`config.mk`:
```
export PLATFORM = sky130hd
export DESIGN_NAME = ptw_walker
export DESIGN_NICKNAME = d
export VERILOG_FILES = /design/src/rtl/ptw_pkg.sv /design/src/rtl/ptw_entry_addr.sv /design/src/rtl/ptw_perm.sv /design/src/rtl/ptw_walker.sv
export SDC_FILE = /design/constraint.sdc
export NUM_CORES = 1
export LEC_CHECK = 0
export BUFFER_PORTS_ARGS = -buffer_cell sky130_fd_sc_hd__clkbuf_2
export CAP_MARGIN = 20
export CORE_MARGIN = 4
export CORE_UTILIZATION = 55
export CTS_BUF_LIST = sky130_fd_sc_hd__clkbuf_4 sky130_fd_sc_hd__clkbuf_8
export CTS_CLUSTER_DIAMETER = 200
export DETAILED_ROUTE_END_ITERATION = 6
export PLACE_DENSITY = 0.85
export SLEW_MARGIN = 0
export SYNTH_ARGS = -nofsm -noshare
export SYNTH_HDL_FRONTEND = slang
export SYNTH_SLANG_ARGS = --single-unit
```
`constraint.sdc`:
```
create_clock -name clk -period 4.32 [get_ports clk]
set_clock_uncertainty 0.15 [all_clocks]
set_input_delay 0.864 -clock clk [delete_from_list [all_inputs] [get_ports clk]]
set_output_delay 0.864 -clock clk [all_outputs]
set_load 0.01 [all_outputs]
```
`src/rtl/ptw_pkg.sv`:
```
package ptw_pkg;

  // entry flag positions inside the low word of an entry
  localparam int PTE_PRESENT = 0;
  localparam int PTE_READ    = 1;
  localparam int PTE_WRITE   = 2;
  localparam int PTE_EXEC    = 3;

  typedef enum logic [1:0] {
    ACC_READ  = 2'd0,
    ACC_WRITE = 2'd1,
    ACC_EXEC  = 2'd2,
    ACC_RSVD  = 2'd3
  } access_e;

  typedef enum logic [1:0] {
    ST_OK    = 2'd0,
    ST_PGF   = 2'd1,
    ST_PROT  = 2'd2
  } walk_status_e;

  typedef enum logic [2:0] {
    S_IDLE,
    S_L1_ISSUE,
    S_L1_WAIT,
    S_L2_ISSUE,
    S_L2_WAIT,
    S_DONE
  } walk_state_e;

endpackage

```
`src/rtl/ptw_entry_addr.sv`:
```
// Forms the byte address of one table entry from a table base and an index.
module ptw_entry_addr #(
  parameter int PA_W  = 32,
  parameter int IDX_W = 10,
  parameter int ENT_W = 64
) (
  input  logic [PA_W-1:0]  table_base,
  input  logic [IDX_W-1:0] index,
  output logic [PA_W-1:0]  entry_addr
);
  localparam int ENT_SHIFT = $clog2(ENT_W / 8);

  function automatic logic [PA_W-1:0] slot_addr(input logic [PA_W-1:0] b,
                                                input logic [IDX_W-1:0] i);
    logic [PA_W-1:0] scaled;
    scaled = PA_W'(i) << ENT_SHIFT;
    return b + scaled;
  endfunction

  assign entry_addr = slot_addr(table_base, index);
endmodule

```
`src/rtl/ptw_perm.sv`:
```
// Decides whether the final entry allows the requested kind of access.
module ptw_perm
  import ptw_pkg::*;
(
  input  logic    allow_rd,
  input  logic    allow_wr,
  input  logic    allow_ex,
  input  access_e kind,
  output logic    permitted
);
  always_comb begin
    unique case (kind)
      ACC_READ:  permitted = allow_rd;
      ACC_WRITE: permitted = allow_wr;
      ACC_EXEC:  permitted = allow_ex;
      default:   permitted = 1'b0;
    endcase
  end
endmodule

```
`src/rtl/ptw_walker.sv`:
```
module ptw_walker
  import ptw_pkg::*;
#(
  parameter int L1_BITS  = 10,
  parameter int L2_BITS  = 10,
  parameter int OFF_BITS = 12,
  parameter int PA_W     = 32,
  parameter int ENT_W    = 64
) (
  input  logic                             clk,
  input  logic                             rst_n,
  input  logic                             root_load,
  input  logic [PA_W-1:0]                  root_value,
  input  logic                             req_valid,
  output logic                             req_ready,
  input  logic [L1_BITS+L2_BITS+OFF_BITS-1:0] req_vaddr,
  input  logic [1:0]                       req_kind,
  output logic                             rsp_valid,
  output logic [1:0]                       rsp_status,
  output logic [PA_W-1:0]                  rsp_paddr,
  output logic                             rsp_set_ref,
  output logic                             rsp_set_mod,
  output logic                             mem_req_valid,
  input  logic                             mem_req_ready,
  output logic [PA_W-1:0]                  mem_req_addr,
  input  logic                             mem_rsp_valid,
  input  logic [ENT_W-1:0]                 mem_rsp_data
);
  localparam int VA_W    = L1_BITS + L2_BITS + OFF_BITS;
  localparam int L1_LSB  = L2_BITS + OFF_BITS;
  localparam int FRAME_W = PA_W - OFF_BITS;

  // frame field of an entry, re-aligned as a full physical address
  function automatic logic [PA_W-1:0] frame_base(input logic [ENT_W-1:0] e);
    return {e[PA_W-1:OFF_BITS], {OFF_BITS{1'b0}}};
  endfunction

  function automatic logic [PA_W-1:0] join_paddr(input logic [PA_W-1:0] fb,
                                                 input logic [OFF_BITS-1:0] off);
    return fb + PA_W'(off);
  endfunction

  walk_state_e        state_q;
  logic [PA_W-1:0]    root_q;
  logic [PA_W-1:0]    walk_root_q;
  logic [PA_W-1:0]    l2_base_q;
  logic [VA_W-1:0]    vaddr_q;
  access_e            kind_q;
  walk_status_e       status_q;
  logic [PA_W-1:0]    paddr_q;
  logic               set_ref_q;
  logic               set_mod_q;

  // named internal events
  logic walk_start;
  logic l1_arrive;
  logic l2_arrive;
  logic entry_present;
  logic perm_ok;
  logic [PA_W-1:0] l1_slot;
  logic [PA_W-1:0] l2_slot;

  assign walk_start    = req_valid && req_ready;
  assign l1_arrive     = (state_q == S_L1_WAIT) && mem_rsp_valid;
  assign l2_arrive     = (state_q == S_L2_WAIT) && mem_rsp_valid;
  assign entry_present = mem_rsp_data[PTE_PRESENT];

  ptw_entry_addr #(.PA_W(PA_W), .IDX_W(L1_BITS), .ENT_W(ENT_W)) u_l1_addr (
    .table_base (walk_root_q),
    .index      (vaddr_q[VA_W-1:L1_LSB]),
    .entry_addr (l1_slot)
  );

  ptw_entry_addr #(.PA_W(PA_W), .IDX_W(L2_BITS), .ENT_W(ENT_W)) u_l2_addr (
    .table_base (l2_base_q),
    .index      (vaddr_q[L1_LSB-1:OFF_BITS]),
    .entry_addr (l2_slot)
  );

  ptw_perm u_perm (
    .allow_rd  (mem_rsp_data[PTE_READ]),
    .allow_wr  (mem_rsp_data[PTE_WRITE]),
    .allow_ex  (mem_rsp_data[PTE_EXEC]),
    .kind      (kind_q),
    .permitted (perm_ok)
  );

  logic unused_entry_bits;
  assign unused_entry_bits = ^{mem_rsp_data[ENT_W-1:PA_W],
                               mem_rsp_data[OFF_BITS-1:PTE_EXEC+1]};

  assign req_ready     = (state_q == S_IDLE);
  assign mem_req_valid = (state_q == S_L1_ISSUE) || (state_q == S_L2_ISSUE);
  assign mem_req_addr  = (state_q == S_L2_ISSUE) ? l2_slot : l1_slot;
  assign rsp_valid     = (state_q == S_DONE);
  assign rsp_status    = status_q;
  assign rsp_paddr     = paddr_q;
  assign rsp_set_ref   = set_ref_q;
  assign rsp_set_mod   = set_mod_q;

  always_ff @(posedge clk) begin
    if (!rst_n) begin
      state_q     <= S_IDLE;
      root_q      <= '0;
      walk_root_q <= '0;
      l2_base_q   <= '0;
      vaddr_q     <= '0;
      kind_q      <= ACC_READ;
      status_q    <= ST_OK;
      paddr_q     <= '0;
      set_ref_q   <= 1'b0;
      set_mod_q   <= 1'b0;
    end else begin
      if (root_load) root_q <= root_value;
      unique case (state_q)
        S_IDLE: if (walk_start) begin
          vaddr_q     <= req_vaddr;
          kind_q      <= access_e'(req_kind);
          walk_root_q <= root_q;
          state_q     <= S_L1_ISSUE;
        end
        S_L1_ISSUE: if (mem_req_ready) state_q <= S_L1_WAIT;
        S_L1_WAIT: if (l1_arrive) begin
          if (!entry_present) begin
            status_q  <= ST_PGF;
            paddr_q   <= '0;
            set_ref_q <= 1'b0;
            set_mod_q <= 1'b0;
            state_q   <= S_DONE;
          end else begin
            l2_base_q <= frame_base(mem_rsp_data);
            state_q   <= S_L2_ISSUE;
          end
        end
        S_L2_ISSUE: if (mem_req_ready) state_q <= S_L2_WAIT;
        S_L2_WAIT: if (l2_arrive) begin
          state_q <= S_DONE;
          if (!entry_present || !perm_ok) begin
            status_q  <= entry_present ? ST_PROT : ST_PGF;
            paddr_q   <= '0;
            set_ref_q <= 1'b0;
            set_mod_q <= 1'b0;
          end else begin
            status_q  <= ST_OK;
            paddr_q   <= join_paddr(frame_base(mem_rsp_data), vaddr_q[OFF_BITS-1:0]);
            set_ref_q <= 1'b1;
            set_mod_q <= (kind_q == ACC_WRITE);
          end
        end
        default: state_q <= S_IDLE;
      endcase
    end
  end

  // FRAME_W documents the frame field width used by frame_base
  initial begin
    if (FRAME_W <= 0) $display("ptw_walker: physical width must exceed offset width");
  end
endmodule

```
==> results.sh <==
export IMPL_routedWlPerCell_um=14.27
export IMPL_slew_viol_final=0
export IMPL_holdBufCountCts=0
export IMPL_utilization_pct=66.42
export IMPL_max_vdd_ir_drop_v=0.0002651
export IMPL_routed_via_density=5.248
export IMPL_worstPathRequired_ps=3310
export IMPL_die_w_um=123.9
export IMPL_htreeDepth=4
export IMPL_syn_num_nets=1014
export IMPL_antenna_found_initial=0
export IMPL_vias=6271
export IMPL_cts_setup_buffers=0
export IMPL_dieHeight_um=123.9
export IMPL_hp_class="flop to flop"
export IMPL_syn_inst=865
export IMPL_fp_row_count=42
export IMPL_design_power_total_mw=3.086
export IMPL_coreArea_um2=13190
export IMPL_grt_usage_pct=22.18
export IMPL_ys_ff_latch=157
export IMPL_io_buffer_count=166
export IMPL_grt_pass1_wl_um=27230
export IMPL_place_ws_ps=556.0
export IMPL_pin_count=207
export IMPL_cpPeakStageDelay_ps=410
export IMPL_critPathTopFamily="compound AO/OA/AOI/OAI gates"
export IMPL_p_leak_nw=3.549
export IMPL_path_class="flop to output pin"
export IMPL_grt_ovfl_total=0
export IMPL_layout_drive_gt1_share_pct=22.37
export IMPL_cp_start_kind="flop"
export IMPL_syn_area_per_cell_um2=8.540
export IMPL_path_max_fanout=10
export IMPL_end_kind="output pin"
export IMPL_cts_max_path_buffers=2
export IMPL_drt_first_pass_iters=6
export IMPL_ff2ff_path_depth=5
export IMPL_cp_depth=10
export IMPL_rsz0062_at_grt="no"
export IMPL_diodes=0
export IMPL_worst_slew_pin_slew_ps=1093
export IMPL_first_global_vias=5844
export IMPL_synthFlopType="dfxtp_1"
export IMPL_nets=1155
export IMPL_yosysTopAreaCellShare_pct=42.55
export IMPL_clkTransAtPathRegs_ps=90
export IMPL_root_buffer="clkbuf_8"
export IMPL_synth_distinct_cells=49
export IMPL_grt_start_max_net_pins=62
export IMPL_drc_errors=0
export IMPL_syn_to_final_growth_pct=18.60
export IMPL_cts_tree="done"
export IMPL_arrival_ps=3010
export IMPL_cts_buffers=17
export IMPL_die_area_um2=15350
export IMPL_fin_crit_sh_pct=93.18
export IMPL_setup_violations=0
export IMPL_dp_hpwl_um=12040
export IMPL_layout_min_cycle_time_ps=4025
export IMPL_ant_nets=0
export IMPL_cts_resized=0
export IMPL_hold_viol=0
export IMPL_start_util_pct=56.00
export IMPL_syn_cell_area_um2=7387
export IMPL_gp_congestion=0.8659
export IMPL_crit_buf_inv=2
export IMPL_synth_edff_count=0
export IMPL_min_path_cells=2
export IMPL_ys_async_sr_fraction_pct=0
export IMPL_fmax_mhz=248.4
export IMPL_drt_iter0_drc=292
export IMPL_ys_warnings_count=0
export IMPL_whs_ps=312.7
export IMPL_drt_total_wl_um=17050
export IMPL_power_density_nw_per_um2=352.2
export IMPL_cap_violations=0
export IMPL_path_cells="ha_1 -> fa_1 -> a21oi_1 -> o221ai_2 -> a211oi_4 -> buf_12 -> nor2b_1 -> xnor2_1 -> o21ai_1 -> clkbuf_2"
export IMPL_yosysSeqAreaShare_pct=42.55
export IMPL_synthTopCellsByArea="dfxtp_1 43%, nand2_1 11%, a21boi_0 8.7%, nor2b_1 6.5%, mux2i_1 5.0%"
export IMPL_setup_ws_ps=294.7
export IMPL_status="finished, final reports clean"
export IMPL_slowest_stage="fa_1"
export IMPL_r2r_setup_slack_ps=1960
export IMPL_fin_setup_tns_ps=0
export IMPL_max_slew_margin_rel_pct=27.12
export IMPL_synth_area_leader_cell="dfxtp_1"
export IMPL_cts_sinks=157
export IMPL_clk_latency_ps=440
## state kept, by name (all words and copies together) (netlist names)
signal	count
root_q	32
rsp_paddr	32
vaddr_q	32
walk_root_q	32
l2_base_q	20
state_q	3
kind_q	2
rsp_status	2
rsp_set_mod	1
rsp_set_ref	1
## layout make-up
cell class / count / area (um2)
Multi-Input combinational cell: 644 / 3995
Clock buffer: 19 / 261.5
Fill cell: 1149 / 4429
Sequential cell: 157 / 3143
Timing Repair Buffer: 175 / 913.4
Tap cell: 176 / 220.2
Inverter: 11 / 41.29
Clock inverter: 13 / 186.4
## worst register-to-register path: stages (launching register included)
cell and delay, ps:
dfxtp_1 390, nor3_1 370, and2_2 740, buf_4 380
nand2_1 90, a21boi_0 160
## cells in the final DEF, fill, tap and decap left out, types with 4 or more instances in the layout
| cell type | n |
|---|---|
| nand2_1 | 217 |
| clkbuf_2 | 165 |
| dfxtp_1 | 157 |
| a21boi_0 | 86 |
| nor2b_1 | 77 |
| mux2i_1 | 37 |
| a22oi_1 | 33 |
| xnor2_1 | 28 |
| nor2_1 | 25 |
| a21oi_1 | 23 |
| clkbuf_8 | 19 |
| xor2_1 | 15 |
| ha_1 | 12 |
| nand3_1 | 11 |
| inv_1 | 11 |
| o21ai_0 | 9 |
| o21ai_1 | 9 |
| buf_4 | 9 |
| nor3_1 | 7 |
| and2_1 | 7 |
| and3_1 | 5 |
| and4_1 | 4 |
| a211oi_2 | 4 |
| bufinv_16 | 4 |
## final timing paths
| path | to | from |
|---|---|---|
| setup / recovery | mem_req_addr[19] | vaddr_q[22]$_SDFFE_PN0P_ |
| hold / removal | walk_root_q[0]$_SDFFE_PN0P_ | walk_root_q[0]$_SDFFE_PN0P_ |
| setup reg to reg | vaddr_q[31]$_SDFFE_PN0P_ | state_q[1]$_SDFFE_PN0P_ |
| hold reg to reg | walk_root_q[0]$_SDFFE_PN0P_ | walk_root_q[0]$_SDFFE_PN0P_ |
## metrics by stage
stage	cell area, um2	std cells
floorplan	7387	865
global placement	8293	1162
detailed placement	8293	1162
CTS	8741	1194
global route	8761	1195
finish	8761	1195
## power by group
part | total, mW | switching, mW | internal [mW]
sequential | 1.54 | 0.0385 | 1.50
clock | 1.22 | 0.553 | 0.664
combinational | 0.329 | 0.187 | 0.142
total | 3.09 | 0.778 | 2.31
## cell usage after synthesis (all sizes together) (2+ instances only)
cell type and number:
ha 12, nand2b 2, and4 4, xnor2 28
a22oi 33, buf 13, and2 8, nand4 4
nand2 218, mux2i 37, dfxtp 157, a211oi 7
clkbuf 40, and3 5, inv 11, xor2 15
nor2b 77, nor3b 4, nor2 26, o21ai 19
a21oi 24, o2111ai 2, nor3 8, a21boi 88
nand3 12
## layer usage
metal	track usage, %	up-vias	part of all wire [%]
met5	0	-	0
met4	5.270	0	1.2
met3	6.267	18	6.5
met2	38.32	159	49
met1	27.43	2920	44
li1	-	3174	-
## kinds of logic after synthesis
logic type / share of synthesized area [%]
buffers and inverters: 3.455
AOI/OAI and AO/OA: 17.77
DFF: 42.55
xor gates and xnor gates: 5.098
and+or+nand+nor: 23.81
adders and majority gates: 2.303
muxes: 5.014
Power figures use the tool's default switching activity.
